**src/rtl/can_fault_pkg.sv**
```systemverilog
package can_fault_pkg;

   typedef enum logic [2:0] {
      FC_NONE    = 3'd0,
      FC_STUFF   = 3'd1,
      FC_FORM    = 3'd2,
      FC_ACK     = 3'd3,
      FC_BIT_REC = 3'd4,
      FC_BIT_DOM = 3'd5,
      FC_CRC     = 3'd6,
      FC_SW_MARK = 3'd7
   } fault_code_e;

   // A type the bit engine may legally report
   function automatic logic is_hw_code(input logic [2:0] k);
      return (k != 3'(FC_NONE)) && (k != 3'(FC_SW_MARK));
   endfunction

endpackage

```
**src/rtl/can_err_counter.sv**
```systemverilog
module can_err_counter #(
   parameter int W        = 8,
   parameter int STEP     = 1,
   parameter bit SATURATE = 1'b1
) (
   input  logic         clk,
   input  logic         rst_n,
   input  logic         clr,
   input  logic         hold,
   input  logic         inc,
   input  logic         dec,
   output logic [W-1:0] count
);

   if (W < 2 || W > 16) begin : g_bad_w
      $error("can_err_counter: W out of range");
   end
   if (STEP < 1 || STEP >= (1 << W)) begin : g_bad_step
      $error("can_err_counter: STEP out of range");
   end

   logic [W-1:0] count_q;
   logic [W-1:0] count_d;
   logic [W-1:0] up_val;

   if (SATURATE) begin : g_sat
      logic [W:0] wide;
      assign wide   = {1'b0, count_q} + (W+1)'(STEP);
      assign up_val = wide[W] ? {W{1'b1}} : wide[W-1:0];
   end else begin : g_wrap
      // Headroom is guaranteed by the instantiating block
      assign up_val = count_q + W'(STEP);
   end

   always_comb begin
      count_d = count_q;
      if (clr) begin
         count_d = '0;
      end else if (!hold) begin
         if (inc) begin
            count_d = up_val;
         end else if (dec && (count_q != '0)) begin
            count_d = count_q - W'(1);
         end
      end
   end

   always_ff @(posedge clk or negedge rst_n) begin
      if (!rst_n) begin
         count_q <= '0;
      end else begin
         count_q <= count_d;
      end
   end

   assign count = count_q;

endmodule

```
**src/rtl/can_flag_eval.sv**
```systemverilog
module can_flag_eval #(
   parameter int TX_W          = 9,
   parameter int RX_W          = 8,
   parameter int WARN_AT       = 96,
   parameter int PASSIVE_ABOVE = 127,
   parameter int OFF_ABOVE     = 255
) (
   input  logic [TX_W-1:0] tx_cnt,
   input  logic [RX_W-1:0] rx_cnt,
   output logic            warn,
   output logic            passive,
   output logic            off
);

   if (WARN_AT >= (1 << RX_W) || PASSIVE_ABOVE >= (1 << RX_W)) begin : g_bad_rx_thr
      $error("can_flag_eval: receive thresholds exceed counter range");
   end
   if (OFF_ABOVE >= (1 << TX_W) - 1) begin : g_bad_off
      $error("can_flag_eval: bus-off threshold exceeds counter range");
   end

   localparam logic [TX_W-1:0] TX_WARN = TX_W'(WARN_AT);
   localparam logic [RX_W-1:0] RX_WARN = RX_W'(WARN_AT);
   localparam logic [TX_W-1:0] TX_PASV = TX_W'(PASSIVE_ABOVE);
   localparam logic [RX_W-1:0] RX_PASV = RX_W'(PASSIVE_ABOVE);
   localparam logic [TX_W-1:0] TX_OFF  = TX_W'(OFF_ABOVE);

   assign warn    = (tx_cnt >= TX_WARN) || (rx_cnt >= RX_WARN);
   assign passive = (tx_cnt >  TX_PASV) || (rx_cnt >  RX_PASV);
   assign off     = (tx_cnt >  TX_OFF);

endmodule

```
**src/rtl/can_code_reg.sv**
```systemverilog
module can_code_reg
   import can_fault_pkg::*;
(
   input  logic       clk,
   input  logic       rst_n,
   input  logic       hw_err,
   input  logic [2:0] hw_kind,
   input  logic       frame_ok,
   input  logic       sw_we,
   input  logic [2:0] sw_code,
   output logic [2:0] code
);

   fault_code_e code_q;
   fault_code_e code_d;

   // Hardware capture outranks clean-frame clear, which outranks software
   always_comb begin
      code_d = code_q;
      if (hw_err) begin
         code_d = fault_code_e'(hw_kind);
      end else if (frame_ok) begin
         code_d = FC_NONE;
      end else if (sw_we) begin
         code_d = fault_code_e'(sw_code);
      end
   end

   always_ff @(posedge clk or negedge rst_n) begin
      if (!rst_n) begin
         code_q <= FC_NONE;
      end else begin
         code_q <= code_d;
      end
   end

   assign code = code_q;

endmodule

```
**src/rtl/can_fault_tracker.sv**
```systemverilog
module can_fault_tracker
   import can_fault_pkg::*;
#(
   parameter int TX_W          = 9,
   parameter int RX_W          = 8,
   parameter int TX_STEP       = 8,
   parameter int RX_STEP       = 1,
   parameter int WARN_AT       = 96,
   parameter int PASSIVE_ABOVE = 127,
   parameter int OFF_ABOVE     = 255
) (
   input  logic            clk,
   input  logic            rst_n,
   input  logic            err_valid,
   input  logic [2:0]      err_kind,
   input  logic            err_on_tx,
   input  logic            tx_done,
   input  logic            rx_done,
   input  logic            bus_recover,
   input  logic            sw_we,
   input  logic [2:0]      sw_code,
   output logic [TX_W-1:0] tx_errcnt,
   output logic [RX_W-1:0] rx_errcnt,
   output logic            warn_flag,
   output logic            passive_flag,
   output logic            busoff_flag,
   output logic [2:0]      last_code
);

   // The transmit counter must hold the largest value reachable from the
   // last count that is not yet bus-off, without wrapping
   if (OFF_ABOVE + TX_STEP > (1 << TX_W) - 1) begin : g_bad_tx_room
      $error("can_fault_tracker: TX_W too narrow for OFF_ABOVE + TX_STEP");
   end

   logic err_legal;
   logic tx_hit;
   logic rx_hit;
   logic off_now;
   logic recover_clr;

   assign err_legal   = err_valid && is_hw_code(err_kind);
   assign tx_hit      = err_legal && err_on_tx;
   assign rx_hit      = err_legal && !err_on_tx;
   assign recover_clr = bus_recover && off_now;

   can_err_counter #(
      .W        (TX_W),
      .STEP     (TX_STEP),
      .SATURATE (1'b0)
   ) u_tx_cnt (
      .clk   (clk),
      .rst_n (rst_n),
      .clr   (recover_clr),
      .hold  (off_now),
      .inc   (tx_hit),
      .dec   (tx_done),
      .count (tx_errcnt)
   );

   can_err_counter #(
      .W        (RX_W),
      .STEP     (RX_STEP),
      .SATURATE (1'b1)
   ) u_rx_cnt (
      .clk   (clk),
      .rst_n (rst_n),
      .clr   (recover_clr),
      .hold  (1'b0),
      .inc   (rx_hit),
      .dec   (rx_done),
      .count (rx_errcnt)
   );

   can_flag_eval #(
      .TX_W          (TX_W),
      .RX_W          (RX_W),
      .WARN_AT       (WARN_AT),
      .PASSIVE_ABOVE (PASSIVE_ABOVE),
      .OFF_ABOVE     (OFF_ABOVE)
   ) u_flags (
      .tx_cnt  (tx_errcnt),
      .rx_cnt  (rx_errcnt),
      .warn    (warn_flag),
      .passive (passive_flag),
      .off     (off_now)
   );

   assign busoff_flag = off_now;

   can_code_reg u_code (
      .clk      (clk),
      .rst_n    (rst_n),
      .hw_err   (err_legal),
      .hw_kind  (err_kind),
      .frame_ok (tx_done || rx_done),
      .sw_we    (sw_we),
      .sw_code  (sw_code),
      .code     (last_code)
   );

endmodule

```
**config.mk**
```make
export PLATFORM = sky130hd
export DESIGN_NAME = can_fault_tracker
export DESIGN_NICKNAME = d
export VERILOG_FILES = /design/src/rtl/can_fault_pkg.sv /design/src/rtl/can_err_counter.sv /design/src/rtl/can_flag_eval.sv /design/src/rtl/can_code_reg.sv /design/src/rtl/can_fault_tracker.sv
export SDC_FILE = /design/constraint.sdc
export NUM_CORES = 1
export LEC_CHECK = 0
export ABC_AREA = 0
export BUFFER_PORTS_ARGS = -buffer_cell sky130_fd_sc_hd__buf_2
export CAP_MARGIN = 5
export CORE_UTILIZATION = 61
export CTS_BUF_LIST = sky130_fd_sc_hd__clkbuf_4 sky130_fd_sc_hd__clkbuf_8
export CTS_CLUSTER_SIZE = 12
export DETAILED_ROUTE_END_ITERATION = 10
export PLACE_DENSITY = 0.88
export SYNTH_ARGS = -nofsm -noshare
export SYNTH_HDL_FRONTEND = slang
export SYNTH_SLANG_ARGS = --single-unit
export TNS_END_PERCENT = 20
```
**constraint.sdc**
```tcl
create_clock -name clk -period 5.7 [get_ports clk]
set_input_delay 0.285 -clock clk [delete_from_list [all_inputs] [get_ports clk]]
set_output_delay 0.285 -clock clk [all_outputs]
set_load 0.02 [all_outputs]
```
* Word-level counts from Yosys, hierarchy flattened *
Cells that the tools add are included.

cells by class
  add/sub/neg operators = 4
  order comparisons = 5
  equal/unequal tests = 2
  multiplexer cells = 11
  reductions and logical operators = 18

operator list
  cell                 number
  $mux 9               4
  $mux 8               4
  $reduce_bool 3->1    4
  $add 8x1->9 const B  1
  $add 9x4->9 const B  1
  $ge 9x7->1 const B   1
  $gt 9x7->1 const B   1
  $gt 9x8->1 const B   1
  $mux 3               3
  $reduce_bool 9->1    1
  $sub 9x1->9 const B  1
  $ge 8x7->1 const B   1
  $gt 8x7->1 const B   1
  $reduce_bool 8->1    1
  $sub 8x1->8 const B  1
  $logic_and 1x1->1    7
  $logic_or 1x1->1     3
  $ne 3x3->1 const B   1
  $ne 2x1->1 const B   1
  $reduce_and 2->1     1
  $logic_not 1->1      1

word-level totals
  register bits = 20
  bits of input ports = 14
  output and inout bits = 23
  logic and storage cells = 43

* Longest topological paths before layout *
Gate-level depths: netlist (run 1).

  depth in word-level cells = 7
  gate-level depth with buffers = 7
  depth with buffers taken out = 7

* Cells and area by module *
A second synthesis (run 1) with hierarchy kept.

second synthesis, totals
  cells, all modules = 182
  area total of the unflattened synthesis = 1609.0 um^2

modules (own cells, without submodules)
  module                      times used  cells each  area an instance (um^2)  seq. area each (um^2)
  can_err_counter (u_rx_cnt)  1           90          758.2                    200.2
  can_err_counter (u_tx_cnt)  1           70          616.8                    225.2
  can_code_reg                1           10          138.9                    75.1
  can_fault_tracker           1           9           63.8                     0.0
  can_flag_eval               1           3           31.3                     0.0

* Worst setup path after synthesis (run 1) *
No wires, ideal clock.

  path kind = register to register
  start = reg u_rx_cnt.count_q[0] (netlist: u_rx_cnt.count[0])
  end = reg u_rx_cnt.count_q[4] (netlist: u_rx_cnt.count[4])
  library setup time = 123 ps
  arrival = 1905 ps
  required time = 5577 ps
  slack = 3673 ps
  cell stages (with the launch flop) = 8
  path buffers = 0
  clock period less this slack = 2027 ps
  cells stage by stage = dfrtp_1 > inv_1 > ha_1 > or3b_2 > o21ai_4 > and2_2 > a21oi_1 > o221a_2

between the ends
  word-level cells in the longest chain between the ends = 4
  elaborated cells between the ends (all ways) = 9
  classes of those cells = add/sub: 2; mux: 4; reduce/logical: 3

ends and longest elaborated chain
  what                                               line                                          source
  start, declared                                    can_err_counter.sv:22                         logic [W-1:0] count_q;
  start signal, assigned                             can_err_counter.sv:52                         count_q <= count_d;
  $sub 8x1->8 / $add 8x1->9 (equally long branches)  can_err_counter.sv:43, can_err_counter.sv:28
  $mux 8 (on tied branches)                          can_err_counter.sv:42, can_err_counter.sv:29
  $mux 8                                             can_err_counter.sv:40                         if (inc) begin
  $mux 8                                             can_err_counter.sv:37                         if (clr) begin

Several ways; a longest one is shown, not always the timed one. The select of a mux whose other input is x is not followed.
A chain may end at the register's enable or synchronous reset.

* Worst setup path in the final report (run 1) *
  start = reg u_tx_cnt.count_q[3] (netlist: u_tx_cnt.count[3])
  end = out busoff_flag

between the ends
  word-level cells in the longest chain between the ends = 1

ends and longest elaborated chain
  what                    line                     source
  start, declared         can_err_counter.sv:22
  start signal, assigned  can_err_counter.sv:52
  $gt 9x8->1              can_flag_eval.sv:30      assign off = (tx_cnt > TX_OFF);
  end, declared           can_fault_tracker.sv:26  output logic busoff_flag,

Every way passes these cells.

==> run summary, run 1 <==
Yosys Warn Count: 0
r2r startpoint: u_rx_cnt.count[0]$_DFFE_PN0P_
Peak supply drop: 0.366 mV
dpl hpwl: 3.18 mm
Reg power frac: 36.5%
crit path DAT: 2080 ps
Simple-Gate Fraction of Synth Area: 32.2%
H-tree levels: 1
slew of the pin with the lowest slew margin: 753 ps
Hold Path Stages: 2
LEAKAGE: 0.000860 uW
clock sink count: 20
f_max: 422 MHz
Main synth FF type: dfrtp_1
commonest non-fill, non-tap cell in the layout: buf_2
Seq/Total Area, Yosys: 28.4%
initial antenna violation count: 0
pin count of the biggest net entering global routing: 21
clk buf depth: 2
DRC errors left: 0
CTS tree: done
min-delay src: bus_recover
GPL Wtd Cong: 0.908
post-synth cell types: 65
NumNets Final: 258
maxcap violations: 0
vias in the first global route: 1,481
Fin. Hold Viols: 0
Placed Cells: 260
Routed Antenna Nets: 0
switching portion of total power: 51.3%
Crit-path slowest cell: dfrtp_1
Syn Nets: 224
worst hold path class: in2reg
final core area utilization: 71.9%
commonest cells after routing, fill and taps aside: buf_2, dfrtp_1, nand2_1
Post-Syn Instances: 201
Mapped Area: 1760 um^2
Final min period: 2370 ps
cells along the critical path: ha_1 > and4_1 > a41oi_4 > inv_2 > buf_2
core area: 2730 um^2
Worst-path clk slew: 120 ps
mux share of post-synthesis cell area: 1.71%
global-route wire length before repair: 7.22 mm
RSZ-0062 raised after global routing: false
Setup violations, final: 0
xor/xnor share of the synthesized area: 1.49%
synthesized flop and latch total: 20
FFs w/ async S/R, synth: 100%
R2R cell count: 7
Pre-antenna DRT Iters: 4
CP required: 5410 ps
Die Y: 55.7 um
root buffer cell: clkbuf_4
port buffer count: 36
critical path class: reg2out
Avg Inst Size Synth: 8.76 um^2
largest family of logic cells by synthesized area: simple AND/OR/NAND/NOR gates
GRT Total Usage: 29.3%
Largest stage delay, worst path: 520 ps
FF-to-FF End: u_rx_cnt.count[4]$_DFFE_PN0P_
post-synthesis compound-gate area fraction: 23.7%
power share of the clock group: 9.7%
Comb pwr share: 53.8%
Clock Skew: 0.862 ps
post_cts resized: 0
Num CTS Buffers: 3
Via density: 6.69
EDFF count, synth: 0
1st-iter DRT viols: 100
insertion delay to the later sink of the worst-skew pair: 310 ps
Area Growth Syn to Fin: 11.6%
CP Max Fanout: 10
hold_ws: 263 ps
Synth Area in Adders: 6.40%
FF-to-FF setup slack: 3540 ps
DR WL/cell: 16.4 um
NetSw: 465 uW
fin crit share: 41.5%
WHS Endpoint: u_tx_cnt.count[8]$_DFFE_PN0P_
Final Max Slew Viols: 0
Initial Utilization: 64.4%
Rel. slew slack: 49.6%
n_diodes: 0
routed via count: 1,773
internal power: 442 uW
IO Pins: 37
final global-route overflow total: 0
ratio of cells with drive above 1 in the final layout: 26.1%
WL final: 4.35 mm
PD cells: 462 nW/um^2
DIE AREA: 3100 um^2
critical path capture point type: output pin
Rows: 19
setup_tns: 0 ps
CP Launch Type: flop
fin cells: 265
status: finished clean
Die X: 55.7 um
==> state kept, by name, indices dropped and copies added, names as in the netlist <==
| register | count |
|---|---|
| u_rx_cnt.count | 8 |
| u_tx_cnt.count | 9 |
| u_code.code | 3 |
==> power by group through the flow <==
stage | logic (uW) | clock network, uW | registers [uW]
2_1_floorplan | 323 | 0 | 346
3_5_place_dp | 484 | 0 | 328
3_3_place_gp | 472 | 0 | 324
6_report | 488 | 88.2 | 331
4_1_cts | 487 | 89.5 | 325
5_1_grt | 532 | 93.9 | 342
==> area by class of cell <==
cell class,count,area [um^2]
clock buffer,4,36.3
fill,215,769
inverter,12,45.0
multi-input combinational,161,1150
sequential,20,500
tap,31,38.8
timing repair buffer,37,190
==> what timing repair did <==
action | CTS | global route
hold buffers | 1 | 0
endpoints found under the hold margin | 20 | 0
endpoints found under the setup margin | 0 | 0
setup buffers | 0 | 0
==> how the worst max path moves through the flow <==
stage	from	to	cells after the start
final	u_tx_cnt.count[3]$_DFFE_PN0P_	busoff_flag	5
after global routing	u_tx_cnt.count[3]$_DFFE_PN0P_	busoff_flag	5
after CTS	u_tx_cnt.count[3]$_DFFE_PN0P_	busoff_flag	5
after detailed placement	u_rx_cnt.count[0]$_DFFE_PN0P_	u_rx_cnt.count[4]$_DFFE_PN0P_	7
after global placement	u_rx_cnt.count[0]$_DFFE_PN0P_	u_rx_cnt.count[0]$_DFFE_PN0P_	6
after floorplan	u_rx_cnt.count[0]$_DFFE_PN0P_	u_rx_cnt.count[4]$_DFFE_PN0P_	7
==> metrics by stage <==
step / total power [uW] / setup WS (ps) / cell area [um^2]
3_3_place_gp: 796 / 3680 / 1920
5_1_grt: 968 / 3250 / 1960
3_5_place_dp: 812 / 3580 / 1920
6_report: 907 / 3330 / 1960
2_1_floorplan: 670 / 3670 / 1760
4_1_cts: 901 / 3340 / 1960
==> cells by family (layout without fill, tap and decap cells) <==
logic type | Yosys count | in the layout
simple gates | 93 | 93
compound gates | 53 | 53
flops | 20 | 20
buf+inv | 20 | 53
fa+ha+maj | 9 | 9
xor+xnor | 3 | 3
mux | 3 | 3
==> metal layers <==
metal	track usage (%)	up-vias	routed length, um
met5	0	-	0
met4	8.57	0	52
met3	4.42	6	309
met2	43.0	88	2010
met1	44.5	839	1980
li1	-	840	-
==> critical path, delay by kind of cell, from the launching register on <==
family / cells / cell delay, ps
flops: 1 / 520
compound gates: 1 / 380
simple gates: 1 / 210
buf+inv: 2 / 370
fa+ha+maj: 1 / 290
==> Yosys cell counts (3+ instances only) <==
library cell | count | area [um^2]
mux2i_1 | 3 | 30.0
nor2_1 | 14 | 52.6
buf_6 | 3 | 33.8
ha_1 | 9 | 113
o21ai_0 | 9 | 45.0
dfrtp_1 | 20 | 500
buf_2 | 3 | 15.0
nor3_1 | 12 | 60.1
a21oi_1 | 9 | 45.0
nor4_1 | 4 | 25.0
nand2_1 | 15 | 56.3
a221oi_1 | 3 | 26.3
nand3_1 | 12 | 60.1
or3_1 | 5 | 31.3
nand4_1 | 3 | 18.8
nor3b_1 | 3 | 22.5
inv_1 | 11 | 41.3
a31oi_1 | 4 | 25.0
Power figures use the tool's default switching activity.
==> run 2, diff against run 1 <==
CORE_UTILIZATION = 57   (was 61)
PLACE_DENSITY = 0.83   (was 0.88)
clock period = 2.2 ns   (was 5.7 ns; I/O delays follow)
==> run 2 against run 1 <==
Effect of this change:
- the run now ends with DRC left
- first-iteration DRC count is 6.0% lower
- non-clock buffer count is 10 higher
- routed wire length is 4.2% higher
- register-to-register slack worse by 3400 ps
- critical endpoint unchanged
- sequential cell count stayed put
- worst hold slack worse by 180 ps
- largest cell class unchanged
- global-route usage is 0.50 points lower
==> run summary, run 2 (synthesized netlist as in run 1, its figures left out) <==
status: finished, violations left
failing checks: DRC
final core area utilization: 72.7%
Area Growth Syn to Fin: 16.8%
f_max: 477 MHz
FF-to-FF setup slack: 140 ps
Hold Path Stages: 2
R2R cell count: 7
Peak supply drop: 0.743 mV
NumNets Final: 268
maxcap violations: 0
pin count of the biggest net entering global routing: 21
clock sink count: 20
Final min period: 2090 ps
GPL Wtd Cong: 0.906
H-tree levels: 1
DIE AREA: 3310 um^2
Fin. Hold Viols: 0
crit-path leading delay family: flip-flops
switching portion of total power: 48.7%
power share of the clock group: 12.1%
r2r startpoint: u_tx_cnt.count[0]$_DFFE_PN0P_
Clock Skew: 8.15 ps
Setup violations, final: 0
Final Max Slew Viols: 0
cells along the critical path: ha_1 > and4_1 > a41oi_4 > inv_2 > buf_2
vias in the first global route: 1,567
CP required: 2090 ps
min-delay src: bus_recover
CP Max Fanout: 10
Routed Antenna Nets: 0
initial antenna violation count: 0
DRC errors left: 3
worst hold path class: in2reg
worst path bufs/invs: 2
Rows: 19
CP Launch Type: flop
internal power: 1290 uW
WL final: 4.53 mm
critical path class: reg2out
dpl hpwl: 3.23 mm
GRT Total Usage: 28.7%
n_diodes: 0
Initial Utilization: 62.2%
max reg flops: 9
RSZ-0062 raised after global routing: false
LEAKAGE: 0.000912 uW
Largest stage delay, worst path: 550 ps
Placed Cells: 266
Via density: 6.58
CTS tree: done
Worst-path clk slew: 120 ps
global-route wire length before repair: 7.33 mm
core area: 2830 um^2
insertion delay to the later sink of the worst-skew pair: 320 ps
fin crit share: 95.2%
final global-route overflow total: 0
fin cells: 275
Die Y: 57.6 um
Comb pwr share: 57.3%
Crit-path slowest cell: dfrtp_1
Num CTS Buffers: 3
# fillers: 216
Die X: 57.6 um
routed via count: 1,810
commonest cells after routing, fill and taps aside: buf_2, dfrtp_1, nand2_1
FF-to-FF End: u_tx_cnt.count[0]$_DFFE_PN0P_
NetSw: 1230 uW
post_cts resized: 0
PD cells: 1220 nW/um^2
Rel. slew slack: 62.3%
1st-iter DRT viols: 94
ratio of cells with drive above 1 in the final layout: 29.1%
setup_tns: 0 ps
Pre-antenna DRT Iters: 8
root buffer cell: clkbuf_4
crit path DAT: 1980 ps
Reg power frac: 30.5%
DR WL/cell: 16.5 um
commonest non-fill, non-tap cell in the layout: buf_2
port buffer count: 36
IO Pins: 37
critical path capture point type: output pin
slew of the pin with the lowest slew margin: 560 ps
WHS Endpoint: u_rx_cnt.count[0]$_DFFE_PN0P_
clk buf depth: 2
[run 2: timing repair]
| item | CTS | global route |
|---|---|---|
| hold endpoints to repair | 20 | 0 |
| endpoints found under the setup margin | 0 | 1 |
| buffers inserted | 0 | 4 |
| hold buffers | 1 | 0 |
[run 2: how the worst max path moves through the flow]
stage                                   from                             to  cells past startpoint
6_report       u_tx_cnt.count[4]$_DFFE_PN0P_                    busoff_flag                      5
5_1_grt        u_tx_cnt.count[0]$_DFFE_PN0P_  u_tx_cnt.count[0]$_DFFE_PN0P_                      7
4_1_cts        u_tx_cnt.count[3]$_DFFE_PN0P_                    busoff_flag                      5
3_5_place_dp   u_tx_cnt.count[3]$_DFFE_PN0P_  u_tx_cnt.count[2]$_DFFE_PN0P_                      7
3_3_place_gp   u_rx_cnt.count[0]$_DFFE_PN0P_  u_rx_cnt.count[4]$_DFFE_PN0P_                      7
2_1_floorplan  u_rx_cnt.count[0]$_DFFE_PN0P_  u_rx_cnt.count[4]$_DFFE_PN0P_                      7
[run 2: metrics by stage]
step | hold WS [ps] | setup slack, ps | cell area [um^2] | total power (uW)
final | 85.9 | 106 | 2060 | 2520
after detailed placement | 93.5 | 218 | 1960 | 2180
after global routing | 72.1 | 4.25 | 2060 | 2690
after floorplan | -186 | 173 | 1760 | 1730
after CTS | 65.9 | 50.2 | 2030 | 2490
after global placement | 93.2 | 263 | 1960 | 2150
[run 2: power by group through the flow]
stage / clock network, uW / logic [uW] / registers [uW]
final: 306 / 1440 / 768
after floorplan: 0 / 837 / 898
after global placement: 0 / 1390 / 760
after CTS: 312 / 1420 / 758
after detailed placement: 0 / 1410 / 767
after global routing: 320 / 1570 / 792
[run 2: cell type report]
type	count	area, um^2	share of cell area [%]
Multi-Input combinational cell	161	1150	56.1
Inverter	12	45.0	2.19
Sequential cell	20	500	24.3
Clock inverter	1	30.0	1.46
Clock buffer	3	22.5	1.10
Tap cell	31	38.8	1.89
Timing Repair Buffer	47	265	12.9
[run 2: layer usage]
| metal | wire length (um) | global-route usage, % | vias to the layer above |
|---|---|---|---|
| li1 | - | - | 857 |
| met1 | 2030 | 39.8 | 841 |
| met2 | 2050 | 44.4 | 99 |
| met3 | 367 | 5.90 | 13 |
| met4 | 91 | 10.5 | 0 |
| met5 | 0 | 0 | - |
